<file path="config.mk">
export PLATFORM = sky130hd
export DESIGN_NAME = vsIrqCsr
export DESIGN_NICKNAME = d
export VERILOG_FILES = /design/src/rtl/vsIrqPkg.sv /design/src/rtl/vsIrqCtrl.sv /design/src/rtl/vsIrqData.sv /design/src/rtl/vsIrqCsr.sv
export SDC_FILE = /design/constraint.sdc
export NUM_CORES = 1
export LEC_CHECK = 0
export BUFFER_PORTS_ARGS = -buffer_cell sky130_fd_sc_hd__buf_2
export CELL_PAD_IN_SITES_DETAIL_PLACEMENT = 1
export CELL_PAD_IN_SITES_GLOBAL_PLACEMENT = 1
export CORE_AREA = 4 4 254 256
export DETAILED_ROUTE_END_ITERATION = 8
export DIE_AREA = 0 0 258 260
export GPL_ROUTABILITY_DRIVEN = 0
export PLACE_DENSITY = 0.54
export SYNTH_ARGS = -nofsm -noshare
export SYNTH_HDL_FRONTEND = slang
export SYNTH_SLANG_ARGS = --single-unit
</file>
<file path="constraint.sdc">
create_clock -name clk -period 3.75 [get_ports clk]
set_clock_uncertainty 0.15 [all_clocks]
set_input_delay 0.1875 -clock clk [delete_from_list [all_inputs] [get_ports clk]]
set_output_delay 0.1875 -clock clk [all_outputs]
set_load 0.02 [all_outputs]
</file>
<file path="src/rtl/vsIrqPkg.sv">
package vsIrqPkg;
  parameter int unsigned IRQ_W = 64;
  parameter int unsigned NUM_W = 12;
  parameter int unsigned FIRST_LOCAL = 13;
  parameter int unsigned GUEST_SOFT = 2;
  parameter int unsigned GUEST_TIMER = 6;
  parameter int unsigned GUEST_EXT = 10;

  localparam logic [IRQ_W-1:0] LOCAL_MASK = ~((IRQ_W'(1) << FIRST_LOCAL) - IRQ_W'(1));
  localparam logic [IRQ_W-1:0] VS_MASK = (IRQ_W'(1) << GUEST_SOFT) |
                                         (IRQ_W'(1) << GUEST_TIMER) |
                                         (IRQ_W'(1) << GUEST_EXT);
  localparam logic [IRQ_W-1:0] GVIEW_MASK = VS_MASK >> 1;
  localparam logic [IRQ_W-1:0] GPEND_WRITABLE = LOCAL_MASK | (IRQ_W'(1) << GUEST_SOFT);

  typedef struct packed {
    logic selVen;
    logic selVpend;
    logic selGpend;
    logic selGen;
    logic err;
  } csrStrobe_t;

  // guest view -> machine positions
  function automatic logic [IRQ_W-1:0] toNative(input logic [IRQ_W-1:0] g);
    return (g & ~(VS_MASK | GVIEW_MASK)) | ((g & GVIEW_MASK) << 1);
  endfunction

  // machine positions -> guest view
  function automatic logic [IRQ_W-1:0] toGuest(input logic [IRQ_W-1:0] n);
    return (n & ~(VS_MASK | GVIEW_MASK)) | ((n & VS_MASK) >> 1);
  endfunction
endpackage

</file>
<file path="src/rtl/vsIrqCtrl.sv">
module vsIrqCtrl
  import vsIrqPkg::*;
#(
  parameter logic [NUM_W-1:0] NUM_VEN   = 12'h608,
  parameter logic [NUM_W-1:0] NUM_VPEND = 12'h645,
  parameter logic [NUM_W-1:0] NUM_GEN   = 12'h204,
  parameter logic [NUM_W-1:0] NUM_GPEND = 12'h244
) (
  input  logic             clk,
  input  logic             rstN,
  input  logic             csrValid,
  input  logic [NUM_W-1:0] csrNum,
  output csrStrobe_t       strobe
);
  always_comb begin
    strobe = '0;
    if (csrValid) begin
      case (csrNum)
        NUM_VEN:   strobe.selVen = 1'b1;
        NUM_VPEND: strobe.selVpend = 1'b1;
        NUM_GEN:   strobe.selGen = 1'b1;
        NUM_GPEND: strobe.selGpend = 1'b1;
        default:   strobe.err = 1'b1;
      endcase
    end
  end


  one_target_chk: assert property (@(posedge clk) disable iff (!rstN)
    $onehot0({strobe.selVen, strobe.selVpend, strobe.selGen, strobe.selGpend, strobe.err}));


  idle_quiet_chk: assert property (@(posedge clk) disable iff (!rstN)
    !csrValid |-> (strobe == '0));
endmodule

</file>
<file path="src/rtl/vsIrqData.sv">
module vsIrqData
  import vsIrqPkg::*;
(
  input  logic             clk,
  input  logic             rstN,
  input  csrStrobe_t       strobe,
  input  logic [IRQ_W-1:0] csrWdata,
  input  logic [IRQ_W-1:0] csrWmask,
  input  logic [IRQ_W-1:0] delegIn,
  input  logic [IRQ_W-1:0] mipIn,
  input  logic [IRQ_W-1:0] mieIn,
  output logic [IRQ_W-1:0] csrRdata,
  output logic [IRQ_W-1:0] mipWrMask,
  output logic [IRQ_W-1:0] mipWrData,
  output logic [IRQ_W-1:0] mieWrMask,
  output logic [IRQ_W-1:0] mieWrData,
  output logic             pendChanged
);
  logic [IRQ_W-1:0] venQ, vpendQ, gEnQ;
  logic [IRQ_W-1:0] venWm, vpendWm, vpendWd, gEnWm;
  logic [IRQ_W-1:0] aliasHv, sepBits, aliasGuest;
  logic [IRQ_W-1:0] nWd, nWm;

  always_comb begin
    // per-bit steering
    aliasHv    = VS_MASK | (LOCAL_MASK & (delegIn | ~venQ));
    sepBits    = LOCAL_MASK & ~delegIn & venQ;
    aliasGuest = (VS_MASK | LOCAL_MASK) & delegIn;
    nWd = toNative(csrWdata);
    nWm = toNative(csrWmask);

    csrRdata  = '0;
    mipWrMask = '0;
    mipWrData = csrWdata;
    mieWrMask = '0;
    mieWrData = nWd;
    venWm     = '0;
    vpendWm   = '0;
    vpendWd   = csrWdata;
    gEnWm     = '0;

    if (strobe.selVen) begin
      csrRdata = venQ;
      venWm    = csrWmask & LOCAL_MASK;
    end else if (strobe.selVpend) begin
      csrRdata  = (mipIn & aliasHv) | (vpendQ & sepBits);
      mipWrMask = csrWmask & aliasHv;
      vpendWm   = csrWmask & sepBits;
    end else if (strobe.selGpend) begin
      csrRdata  = toGuest((mipIn & aliasGuest) | (vpendQ & sepBits));
      mipWrMask = nWm & aliasGuest & GPEND_WRITABLE;
      mipWrData = nWd;
      vpendWm   = nWm & sepBits;
      vpendWd   = nWd;
    end else if (strobe.selGen) begin
      csrRdata  = toGuest(mieIn & aliasGuest) | (gEnQ & sepBits);
      mieWrMask = nWm & aliasGuest;
      gEnWm     = nWm & sepBits;
    end
    pendChanged = |vpendWm;
  end

  always_ff @(posedge clk) begin
    if (!rstN) begin
      venQ   <= '0;
      vpendQ <= '0;
      gEnQ   <= '0;
    end else begin
      venQ   <= (venQ & ~venWm) | (csrWdata & venWm);
      vpendQ <= (vpendQ & ~vpendWm) | (vpendWd & vpendWm);
      gEnQ   <= (gEnQ & ~gEnWm) | (nWd & gEnWm);
    end
  end


  ven_low_zero_chk: assert property (@(posedge clk) disable iff (!rstN)
    venQ[FIRST_LOCAL-1:0] == '0);


  pend_strobe_chk: assert property (@(posedge clk) disable iff (!rstN)
    !pendChanged |=> $stable(vpendQ));


  mip_reach_chk: assert property (@(posedge clk) disable iff (!rstN)
    (mipWrMask & ~(VS_MASK | LOCAL_MASK)) == '0);


  err_side_chk: assert property (@(posedge clk) disable iff (!rstN)
    strobe.err |-> (mipWrMask == '0 && mieWrMask == '0));


  err_hold_chk: assert property (@(posedge clk) disable iff (!rstN)
    strobe.err |=> ($stable(venQ) && $stable(vpendQ) && $stable(gEnQ)));


  read_hold_chk: assert property (@(posedge clk) disable iff (!rstN)
    (csrWmask == '0) |=> ($stable(venQ) && $stable(vpendQ) && $stable(gEnQ)));
endmodule

</file>
<file path="src/rtl/vsIrqCsr.sv">
module vsIrqCsr
  import vsIrqPkg::*;
(
  input  logic             clk,
  input  logic             rstN,
  input  logic             csrValid,
  input  logic [NUM_W-1:0] csrNum,
  input  logic [IRQ_W-1:0] csrWdata,
  input  logic [IRQ_W-1:0] csrWmask,
  input  logic [IRQ_W-1:0] delegIn,
  input  logic [IRQ_W-1:0] mipIn,
  input  logic [IRQ_W-1:0] mieIn,
  output logic [IRQ_W-1:0] csrRdata,
  output logic             csrErr,
  output logic [IRQ_W-1:0] mipWrMask,
  output logic [IRQ_W-1:0] mipWrData,
  output logic [IRQ_W-1:0] mieWrMask,
  output logic [IRQ_W-1:0] mieWrData,
  output logic             pendChanged
);
  csrStrobe_t strobe;

  vsIrqCtrl uCtrl (
    .clk(clk), .rstN(rstN), .csrValid(csrValid), .csrNum(csrNum), .strobe(strobe)
  );

  vsIrqData uData (
    .clk(clk), .rstN(rstN), .strobe(strobe),
    .csrWdata(csrWdata), .csrWmask(csrWmask), .delegIn(delegIn),
    .mipIn(mipIn), .mieIn(mieIn), .csrRdata(csrRdata),
    .mipWrMask(mipWrMask), .mipWrData(mipWrData),
    .mieWrMask(mieWrMask), .mieWrData(mieWrData), .pendChanged(pendChanged)
  );

  assign csrErr = strobe.err;
endmodule

</file>
==> flow_summary_export.csv <==
group,metric,value,unit
clocking,postCtsSetupBuffers,0,
critical_path,cp_max_fo,65,
critical_path,crit_slowest_cell,"dlygate4sd3_1",
floorplanning,die_w,258,microns
sta,rsz0062_at_grt,"false",
routing,wl_per_cell,23.0,microns
pwr,p_switching,1.26,mW
synth,synth-seq-area-share,0.249,
clocking,cts_made_buffers,17,
global_route,first_global_vias,15700,
sta,worst_pin_slew,0.877,ns
sta,slew_viol_final,0,
global_route,antenna_found_initial,3,
critical_path,critical-path-max-stage-delay,0.57,ns
clocking,clk_path_buf_depth,2,
global_route,overflow,0,
pwr,power.density,247,nW/um^2
global_route,grtUsageTotal,0.198,
placed_design,numPortBuffers,568,
clocking,cts.sinks,153,
routing,drtPass1Iterations,6,
synth,ys_ff_latch,153,
routing,first_iter_violations,729,
sta,setup_viol,0,
synth,synth_edf_count,0,
sta,max-slew-margin-rel,0.412,
sta,final.setup.tns,0,ns
clocking,clk_pin_slew,0.07,ns
synth,synth_area,12300,sq um
placed_design,hpwl,50800,microns
pwr,ir_worst_vdd,351,uV
job,drv_cap,0,
synth,synthFlopType,"dfxtp_1",
pwr,comb_power_share,0.171,
synth,ys_types,50,
routing,antenna_left,0,
clocking,cts_tree,"built",
cells_and_area,fillerInstances,7674,
floorplanning,core_area,62500,sq um
cells_and_area,register_area,3060,sq um
pwr,leakagePower,7.60,nW
critical_path,path_common_cell,"dlygate4sd3_1",
pwr,switching_share,0.293,
synth,syn_area_per_cell,7.64,sq um
run_status,status,"finished, final reports clean",
placed_design,place_ws,0.742,ns
cells_and_area,multi_input_area,7730,sq um
synth,synthArstFlopShare,0,
cells_and_area,synthToLayoutAreaGrowth,41.4,%
cells_and_area,nNetsFinal,2492,
global_route,grt_max_degree,78,
floorplanning,die_h,260,microns
critical_path,start_kind,"primary input",
clocking,clkLatencyLatePin,0.48,ns
cells_and_area,layout_commonest_cell,"buf_2",
clocking,post_cts_resized,0,
pwr,pwr-share-seq,0.378,
floorplanning,io_pins,657,
synth,syn_inst,1608,
critical_path,crit_arrival,3.32,ns
critical_path,endpoint_kind,"register",
critical_path,crit_required,4.03,ns
worst_hold_path,min_path_type,"primary input to register",
global_route,grt_pass1_wl,100000,microns
floorplanning,initial_core_util,0.197,
cells_and_area,post-route-util,0.278,
synth,synth_area_leader_cell,"dfxtp_1",
routing,drc,0,
routing,vias_per_cell,4.87,
cells_and_area,drive_above_1_share,0.316,
sta,finalCritPeriodShare,0.811,
floorplanning,rows,92,
sta,clock.fmax,329,MHz
sta,hold_violations,0,
sta,layout_setup_ws,0.710,ns
pwr,internal-power,3.04,mW
synth,yosys_warnings,0,
sta,min_period,3.04,ns
routing,drt_wl_total,69400,microns
clocking,h-tree-depth,4,
synth,synth_area_leaders,"dfxtp_1 25%, buf_4 9.2%, mux2i_1 5.8%, nor2b_1 5.2%, o21ai_0 4.3%",
synth,synth_top_area_frac,0.249,
clocking,root_buffer,"clkbuf_16",
pwr,clock_power_share,0.451,
critical_path,path_cells,"buf_2, nor4b_2, nand3_2, nor3_4, buf_12, nand4_1, dlygate4sd3_1, a21boi_1, dlygate4sd3_1",
routing,vias,14700,
cells_and_area,layout_common_cells,"567 x buf_2, 154 x dlygate4sd3_1, 153 x dfxtp_1, 105 x o21ai_0",
critical_path,path_class,"primary input to register",
floorplanning,dieArea,67100,sq um
## cells in the mapped netlist, types with 55 or more instances
master	count
and2_1	69
and3_1	55
a21boi_1	65
nor2b_1	103
mux2i_1	71
nand2_1	74
nand3_1	104
o21ai_0	105
dfxtp_1	153
buf_4	150
clkbuf_1	71
nor2_1	60
## cells by family after synthesis
kind of cell | synth area share
AO/OA/AOI/OAI | 0.250
multiplexers | 0.0615
XOR/XNOR | 0.00143
buffers and inverters | 0.135
AND/OR/NAND/NOR | 0.302
flip-flops | 0.249
other | 0.000305
## what timing repair did
| action | in CTS | in global routing |
|---|---|---|
| hold endpoints to repair | 153 | 0 |
| hold buffers | 154 | 0 |
| endpoints found under the setup margin | 0 | 0 |
## per-layer routing
layer	vias up	global-route usage	wire (microns)
met5	-	0	0
met4	0	0.0595	1620
met3	71	0.0379	3420
met2	480	0.358	35100
met1	7286	0.236	29300
li1	6874	-	-
## worst paths after layout
path                             startpoint        to  slack [ns]  cells past startpoint
worst max-delay path              csrNum[8]  register        0.71                      9
worst min-delay path            delegIn[48]  register        0.11                      5
worst max register to register     register  register        1.35                      5
worst min register to register     register  register        0.32                      2
## final cells by class
type	instances	share of cell area
tap	846	0.0609
antenna	5	0.000720
sequential	153	0.176
clock buffer	17	0.0245
inverter	23	0.00497
clock inverter	14	0.0114
timing repair buffer	760	0.276
multi-input combinational	1202	0.445
## power by group through the flow
stage	clock (mW)	sequential, mW	combinational (mW)
final	1.94	1.62	0.736
after global placement	0	1.66	0.640
after global routing	2.06	1.62	0.786
after floorplan	0	1.66	0.364
after detailed placement	0	1.66	0.650
after CTS	2.02	1.62	0.736
## critical path: cells and delay by family
kind / cells / cell delay (ns)
and+or+nand+nor: 4 / 1.31
AOI/OAI and AO/OA: 1 / 0.15
buffers and inverters: 4 / 1.55
## stage by stage
stage	hold WS [ns]	power [mW]	cells	instance area (sq um)
global route	0.124	4.47	3015	17400
global placement	0.225	2.30	2830	15200
CTS	0.0499	4.38	3015	17400
floorplan	0.184	2.03	1637	12400
detailed placement	0.225	2.31	2830	15200
finish	0.111	4.29	3020	17400
Power figures use the tool's default switching activity.
